==> config.mk <==
export PLATFORM = sky130hd
export DESIGN_NAME = memattr_lookup
export DESIGN_NICKNAME = d
export VERILOG_FILES = /design/src/rtl/mtr_pkg.sv /design/src/rtl/mtr_datapath.sv /design/src/rtl/mtr_ctrl.sv /design/src/rtl/memattr_lookup.sv
export SDC_FILE = /design/constraint.sdc
export NUM_CORES = 2
export LEC_CHECK = 0
export BUFFER_PORTS_ARGS = -buffer_cell sky130_fd_sc_hd__clkbuf_2
export CAP_MARGIN = 20
export CORE_UTILIZATION = 41
export DETAILED_ROUTE_END_ITERATION = 16
export SYNTH_ARGS = -nofsm -noshare
export SYNTH_HDL_FRONTEND = slang
export SYNTH_HIERARCHICAL = 1
export SYNTH_SLANG_ARGS = --single-unit
==> constraint.sdc <==
create_clock -name clk -period 4.93 [get_ports clk]
set_input_delay 0.986 -clock clk [delete_from_list [all_inputs] [get_ports clk]]
set_output_delay 0.986 -clock clk [all_outputs]
set_load 0.01 [all_outputs]
==> src/rtl/mtr_pkg.sv <==
package mtr_pkg;

  localparam logic [7:0] TYPE_UC   = 8'h00;
  localparam logic [7:0] TYPE_WT   = 8'h04;
  localparam logic [7:0] TYPE_WB   = 8'h06;
  localparam logic [7:0] TYPE_PART = 8'hFE;
  localparam logic [7:0] TYPE_OFF  = 8'hFF;

  localparam logic [2:0] WK_FIX  = 3'd0;
  localparam logic [2:0] WK_BASE = 3'd1;
  localparam logic [2:0] WK_MASK = 3'd2;
  localparam logic [2:0] WK_CTL  = 3'd3;
  localparam logic [2:0] WK_TOM2 = 3'd4;

  localparam int VALID_BIT = 11;
  localparam int PAGE_BITS = 12;
  localparam int FIX_N     = 88;
  localparam int FIX_W     = $clog2(FIX_N);

  typedef enum logic [2:0] {
    RS_OFF, RS_FIXED, RS_DEF, RS_PART, RS_UC, RS_FINAL
  } resSel_e;

  typedef struct packed {
    logic    capture;
    logic    step;
    logic    respond;
    resSel_e sel;
  } mtrStrobe_t;

  typedef struct packed {
    logic loaded;
    logic anyEn;
    logic varEn;
    logic fixedHit;
    logic partial;
    logic ucExit;
    logic lastIdx;
  } mtrStatus_t;

endpackage

==> src/rtl/mtr_datapath.sv <==
module mtr_datapath
  import mtr_pkg::*;
#(
  parameter int ADDR_W  = 48,
  parameter int NUM_VAR = 8
) (
  input  logic              clk,
  input  logic              rstN,
  input  logic              wrEn,
  input  logic [2:0]        wrKind,
  input  logic [FIX_W-1:0]  wrAddr,
  input  logic [ADDR_W-1:0] wrData,
  input  logic [ADDR_W-1:0] reqStart,
  input  logic [ADDR_W-1:0] reqEnd,
  input  mtrStrobe_t        strobe,
  output mtrStatus_t        status,
  output logic              rspValid,
  output logic [7:0]        rspType
);

  localparam int IDX_W = (NUM_VAR > 1) ? $clog2(NUM_VAR) : 1;
  localparam int PG_W  = ADDR_W - PAGE_BITS;

  logic [7:0]      fixTab [FIX_N];
  logic [PG_W-1:0] basePg [NUM_VAR];
  logic [7:0]      baseType [NUM_VAR];
  logic [PG_W-1:0] maskPg [NUM_VAR];
  logic            maskOn [NUM_VAR];
  logic [7:0]      defType;
  logic [1:0]      enBits;
  logic            hasFixed;
  logic            loaded;
  logic [ADDR_W-1:0] tom2;

  logic [PG_W-1:0]   startPg;
  logic [ADDR_W-1:0] endQ;
  logic [IDX_W-1:0]  idxQ;
  logic [7:0]        accType;
  logic              accHit;

  // settings write port
  always_ff @(posedge clk or negedge rstN) begin
    if (!rstN) begin
      for (int i = 0; i < FIX_N; i++) fixTab[i] <= '0;
      for (int i = 0; i < NUM_VAR; i++) begin
        basePg[i]   <= '0;
        baseType[i] <= '0;
        maskPg[i]   <= '0;
        maskOn[i]   <= 1'b0;
      end
      defType  <= '0;
      enBits   <= '0;
      hasFixed <= 1'b0;
      loaded   <= 1'b0;
      tom2     <= '0;
    end else if (wrEn) begin
      case (wrKind)
        WK_FIX:  if (wrAddr < FIX_W'(FIX_N)) fixTab[wrAddr] <= wrData[7:0];
        WK_BASE: if (wrAddr < FIX_W'(NUM_VAR)) begin
          basePg[wrAddr[IDX_W-1:0]]   <= wrData[ADDR_W-1:PAGE_BITS];
          baseType[wrAddr[IDX_W-1:0]] <= wrData[7:0];
        end
        WK_MASK: if (wrAddr < FIX_W'(NUM_VAR)) begin
          maskPg[wrAddr[IDX_W-1:0]] <= wrData[ADDR_W-1:PAGE_BITS];
          maskOn[wrAddr[IDX_W-1:0]] <= wrData[VALID_BIT];
        end
        WK_CTL: begin
          defType  <= wrData[7:0];
          enBits   <= wrData[9:8];
          hasFixed <= wrData[10];
          loaded   <= 1'b1;
        end
        WK_TOM2: tom2 <= wrData;
        default: ;
      endcase
    end
  end

  // entry under inspection
  logic [PG_W-1:0] selMask;
  logic            entryOn, startIn, endIn, entryHit;
  logic [7:0]      curType, accNext;
  logic            hitNext, ucExit;

  always_comb begin
    selMask  = maskPg[idxQ];
    entryOn  = maskOn[idxQ];
    curType  = baseType[idxQ];
    startIn  = ((startPg ^ basePg[idxQ]) & selMask) == '0;
    endIn    = ((endQ[ADDR_W-1:PAGE_BITS] ^ basePg[idxQ]) & selMask) == '0;
    entryHit = entryOn && startIn;
  end

  always_comb begin
    accNext = accType;
    hitNext = accHit;
    ucExit  = 1'b0;
    if (entryHit) begin
      if (!accHit) begin
        accNext = curType;
        hitNext = 1'b1;
      end else if (accType == TYPE_UC || curType == TYPE_UC) begin
        ucExit = 1'b1;
      end else if ((accType == TYPE_WB && curType == TYPE_WT) ||
                   (accType == TYPE_WT && curType == TYPE_WB)) begin
        accNext = TYPE_WT;
      end else if (accType != curType) begin
        ucExit = 1'b1;
      end
    end
  end

  // fixed table index from the start page number
  logic [FIX_W-1:0] fixIdx;
  always_comb begin
    if (!startPg[7])      fixIdx = FIX_W'(startPg[6:4]);
    else if (!startPg[6]) fixIdx = FIX_W'(8) + FIX_W'(startPg[5:2]);
    else                  fixIdx = FIX_W'(24) + FIX_W'(startPg[5:0]);
  end

  logic       tom2Win;
  logic [7:0] finalType, resType;
  always_comb begin
    tom2Win   = (tom2 != '0) && (startPg[PG_W-1:32-PAGE_BITS] != '0) && (endQ < tom2);
    finalType = tom2Win ? TYPE_WB : (hitNext ? accNext : defType);
    case (strobe.sel)
      RS_OFF:   resType = TYPE_OFF;
      RS_FIXED: resType = fixTab[fixIdx];
      RS_DEF:   resType = defType;
      RS_PART:  resType = TYPE_PART;
      RS_UC:    resType = TYPE_UC;
      default:  resType = finalType;
    endcase
  end

  always_ff @(posedge clk or negedge rstN) begin
    if (!rstN) begin
      startPg  <= '0;
      endQ     <= '0;
      idxQ     <= '0;
      accType  <= '0;
      accHit   <= 1'b0;
      rspValid <= 1'b0;
      rspType  <= '0;
    end else begin
      if (strobe.capture) begin
        startPg <= reqStart[ADDR_W-1:PAGE_BITS];
        endQ    <= reqEnd - ADDR_W'(1);
        idxQ    <= '0;
        accType <= '0;
        accHit  <= 1'b0;
      end else if (strobe.step) begin
        idxQ    <= idxQ + IDX_W'(1);
        accType <= accNext;
        accHit  <= hitNext;
      end
      rspValid <= strobe.respond;
      if (strobe.respond) rspType <= resType;
    end
  end

  always_comb begin
    status.loaded   = loaded;
    status.anyEn    = |enBits;
    status.varEn    = enBits[1];
    status.fixedHit = hasFixed && (startPg[PG_W-1:8] == '0);
    status.partial  = entryOn && (startIn != endIn);
    status.ucExit   = ucExit;
    status.lastIdx  = (idxQ == IDX_W'(NUM_VAR - 1));
  end

endmodule

==> src/rtl/mtr_ctrl.sv <==
module mtr_ctrl
  import mtr_pkg::*;
(
  input  logic       clk,
  input  logic       rstN,
  input  logic       reqValid,
  input  mtrStatus_t status,
  output mtrStrobe_t strobe,
  output logic       reqReady
);

  typedef enum logic [1:0] {ST_IDLE, ST_DECIDE, ST_SCAN} ctlState_e;
  ctlState_e state, stateNext;

  always_comb begin
    strobe    = '0;
    stateNext = state;
    case (state)
      ST_IDLE: if (reqValid) begin
        strobe.capture = 1'b1;
        stateNext      = ST_DECIDE;
      end
      ST_DECIDE: begin
        if (!status.loaded || !status.anyEn) begin
          strobe.respond = 1'b1; strobe.sel = RS_OFF;
        end else if (status.fixedHit) begin
          strobe.respond = 1'b1; strobe.sel = RS_FIXED;
        end else if (!status.varEn) begin
          strobe.respond = 1'b1; strobe.sel = RS_DEF;
        end
        stateNext = strobe.respond ? ST_IDLE : ST_SCAN;
      end
      ST_SCAN: begin
        if (status.partial) begin
          strobe.respond = 1'b1; strobe.sel = RS_PART;
        end else if (status.ucExit) begin
          strobe.respond = 1'b1; strobe.sel = RS_UC;
        end else if (status.lastIdx) begin
          strobe.respond = 1'b1; strobe.sel = RS_FINAL;
        end else begin
          strobe.step = 1'b1;
        end
        if (strobe.respond) stateNext = ST_IDLE;
      end
      default: stateNext = ST_IDLE;
    endcase
  end

  always_ff @(posedge clk or negedge rstN) begin
    if (!rstN) state <= ST_IDLE;
    else       state <= stateNext;
  end

  assign reqReady = (state == ST_IDLE);

endmodule

==> src/rtl/memattr_lookup.sv <==
module memattr_lookup
  import mtr_pkg::*;
#(
  parameter int ADDR_W  = 48,
  parameter int NUM_VAR = 8
) (
  input  logic              clk,
  input  logic              rstN,
  input  logic              wrEn,
  input  logic [2:0]        wrKind,
  input  logic [FIX_W-1:0]  wrAddr,
  input  logic [ADDR_W-1:0] wrData,
  input  logic              reqValid,
  input  logic [ADDR_W-1:0] reqStart,
  input  logic [ADDR_W-1:0] reqEnd,
  output logic              reqReady,
  output logic              rspValid,
  output logic [7:0]        rspType
);

  mtrStrobe_t strobe;
  mtrStatus_t status;

  mtr_ctrl u_ctrl (
    .clk(clk), .rstN(rstN), .reqValid(reqValid),
    .status(status), .strobe(strobe), .reqReady(reqReady)
  );

  mtr_datapath #(.ADDR_W(ADDR_W), .NUM_VAR(NUM_VAR)) u_dp (
    .clk(clk), .rstN(rstN), .wrEn(wrEn), .wrKind(wrKind), .wrAddr(wrAddr),
    .wrData(wrData), .reqStart(reqStart), .reqEnd(reqEnd), .strobe(strobe),
    .status(status), .rspValid(rspValid), .rspType(rspType)
  );

endmodule

==> results.md <==
* Final hold vios at 0
* Commonest cells post-synth: dfrtp_1, mux2_2, nand2_1, clkbuf_1, mux4_2
* Power per Cell Area at roughly 440 mW/mm^2
* Syn Area/Cell at ~13 um^2
* Period minus WS final at ~4.9 ns
* Filler cell count at around 15000
* Netlist cell types at slightly below 90
* Synthesized cell area at just over 0.07 mm^2
* First-pass GRT wire length at between 300 and 400 mm
* Mapped Nets at about 5600
* Placement Cell Area at approximately 0.077 mm^2
* DRC violation count after routing at 0
* CP endpoint kind: flip-flop
* I/O pin count at 168
* Largest area contributor in the netlist: dfrtp_1
* Crit. Startpoint: u_dp/idxQ[1]$_DFFE_PN0P_
* Power Internal at around 24 mW
* Routed WL per cell at roughly 26 um
* Pleak at between 30 and 40 nW
* DIE AREA at around 0.18 mm^2
* Worst path arrival time at roughly 5.5 ns
* Reg power frac at 38.5%
* CTS tree: built
* Port Buf Inserts at approximately 160
* Worst setup margin at between 0.07 and 0.08 ns
* CP Buf/Inv Count at 7
* Overall Global Routing Usage at between 20% and 30%
* Rel. slew slack at between 20% and 30%
* Max-slew violations at 0
* Synth-to-Final Area Change at 15.6%
* Initial antenna violation count at 18
* WL final at about 220 mm
* Hold Slack at 0.123 ns
* Fraction of final layout cells sized beyond drive strength 1 at between 40% and 50%
* Crit path largest cell delay at 0.53 ns
* Asr flop ratio synth at 100%
* Seq/Total Area, Yosys at a little over half
* Switching share of total power at between 30 and 40%
* Reg area at approximately 0.038 mm^2
* Via count at between 40000 and 50000
* Clk slew on worst S/H paths at 0.06 ns
* Initial core utilization at between 40% and 50%
* Worst Tran Pin Value at about 1.1 ns
* Fmax at 0.206 GHz
* Psw at about 12 mW
* Most used cell, CP: buf_4
* CTS Buf Count at about 160
* Pin count of the biggest net entering global routing at ~170
* Clk_skew at about 0.030 ns
* Crit-path cells: buf_4 -> buf_6 -> buf_16 -> mux4_2 -> mux2i_2 -> buf_4 -> xor2_1 -> o22ai_1 -> nor4_1 -> nand3_1 -> nor3_2 -> buf_4 -> xnor2_4 -> nor2_4 -> buf_4 -> nand2_1 -> o31ai_1 -> and2_4 -> buf_4 -> xor2_2 -> o21ai_4 -> a21o_1 -> a221oi_1 -> a221oi_2
* Run status: completed
* 1st-iter DRT viols at around 3600
* Bufs on Longest Clock Path at 3
* Multi-input gate area at 0.0328 mm^2
* CP Max Fanout at 13
* Nets@finish at between 5000 and 6000
* Yosys warns at 6
* Root buffer cell: clkbuf_16
* Top FF cell, synth: dfrtp_1
* Period utilisation layout at roughly 98%
* DP Worst Slack at -0.386 ns
* Core Region at ~0.17 mm^2
* VDD IR-drop max at 0.357 mV
* TNS Setup at 0 ns
* Delay-heaviest family, CP: simple AND/OR/NAND/NOR gates
* Hold WC Path Type: primary input to async pin
* Yosys top cell area share at between 50 and 60%
* Syn Inst Count at 5408
* Detail Route Antenna Nets at 0
* CP max-delay cell: mux4_2
* Fin area at ~0.084 mm^2
* Gpl congestion at approximately 0.92
* Count leader, synth: dfrtp_1
* Reg-to-reg startpoint: u_dp/idxQ[1]$_DFFE_PN0P_
* Post-synth EDFFs at 0
* WS Path Type: flip-flop to flip-flop
* Comb power frac at 27.0%
* Remaining Overflow, GRT at 0
* Vias/cell at 5.75
* Register bit total from synthesis at 1519
* Clock share of power at between 30 and 40%
* H-tree depth at 4
* CP Launch Type: flip-flop
* Chip Height at between 400 and 500 um
* Final setup violation count at 0
* Chip Width at between 400 and 500 um
* Max Cap Viol at 0
* Post-DP HPWL at 141 mm
* CTS Hold Bufs at 0
* CP Data Required Time at 5.60 ns
* Row count at roughly 150
* Clk sinks at about 1500
* Ranking of synthesized cells by area: dfrtp_1, mux2_2, mux4_2
* Worst-skew pair later-pin latency at 0.80 ns
* Vias in the first global route at ~48000
* Drt pass-1 iters at 6
cells by family (layout without fill, tap and decap cells):
group           count (synthesis)  after routing  synth area share (%)
mux                          1819           1819                  31.5
flops                        1519           1519                  52.6
simple gates                  981            981                  6.38
buf+inv                       460            879                  2.77
compound gates                435            435                  4.14
xor+xnor                      139            139                  1.68
fa+ha+maj                      55             55                 0.951
other cells                     0              5                     0
stage by stage:
step | std cells | utilization, % | total power [mW]
2_1_floorplan | 5408 | - | 19.6
3_3_place_gp | 7814 | 44.2 | 23.7
3_5_place_dp | 7814 | 44.2 | 23.8
4_1_cts | 8131 | 47.6 | 36.8
5_1_grt | 8157 | 47.9 | 38.2
6_report | 8157 | 47.9 | 36.8
cells in the final DEF (no fill, tap or decap), types with 44 or more instances in the layout:
cell type	count
buf_4	299
mux4_2	218
nand2_1	418
clkbuf_8	44
a21oi_1	74
ha_1	55
nand3_1	131
dfrtp_1	1516
inv_1	84
clkbuf_2	146
o22ai_1	59
clkbuf_16	170
mux2i_1	151
nor2_1	156
mux2_2	1435
xor2_1	91
o21ai_0	69
nand4_1	44
cell type report:
cell class / count / area share (%)
Clock buffer: 243 / 5.87
Multi-Input combinational cell: 3429 / 39.3
Tap cell: 2325 / 3.48
Inverter: 85 / 0.382
Timing Repair Buffer: 492 / 4.71
Antenna cell: 5 / 0.0150
Clock inverter: 59 / 0.825
Sequential cell: 1519 / 45.5
sequential cells by signal, summed over array words and instances (netlist names):
name,flops
u_dp/tom2,48
u_dp/startPg,36
u_dp/basePg,288
u_dp/fixTab,704
u_dp/rspType,8
u_dp/maskPg,288
u_dp/maskOn,8
u_dp/hasFixed,1
u_dp/idxQ,3
u_dp/baseType,64
u_dp/rspValid,1
u_dp/endQ,48
u_dp/accHit,1
u_dp/loaded,1
u_dp/enBits,2
u_dp/defType,8
u_ctrl/state,2
u_dp/accType,8
power groups by stage:
stage | logic (mW) | registers (mW) | clock network (mW)
floorplan | 5.89 | 13.7 | 0
global placement | 9.37 | 14.4 | 0
detailed placement | 9.44 | 14.4 | 0
CTS | 9.65 | 14.1 | 13.0
global route | 10.6 | 14.2 | 13.5
finish | 9.96 | 14.2 | 12.7
layer usage:
layer | up-vias | GRT usage [%] | wire length [um]
met4 | 2 | 9.91 | 9110
met3 | 384 | 2.94 | 9140
met1 | 25000 | 31.8 | 91000
met5 | - | 0 | 13
met2 | 1221 | 40.0 | 106000
li1 | 20300 | - | -
final timing paths:
check                                          endpoint  slack (ns)  depth (start not counted)
min in group clk           u_dp/startPg[16]$_DFFE_PN0P_        0.42                          2
setup / recovery            u_dp/rspType[7]$_DFFE_PN0P_        0.08                         24
hold / removal             u_dp/fixTab[134]$_DFFE_PN0P_        0.12                          1
max in group asynchronous     u_dp/endQ[39]$_DFFE_PN0P_        3.38                          2
setup reg to reg            u_dp/rspType[7]$_DFFE_PN0P_        0.08                         24
hold reg to reg            u_dp/basePg[216]$_DFFE_PN0P_        0.50                          1
what timing repair did:
item,in CTS,in global routing
pin swaps,6,19
setup endpoints to repair,8,16
gates resized for setup,24,60
gates cloned,4,3
buffers inserted,11,20
No activity file was read; power rests on OpenSTA's default activity.
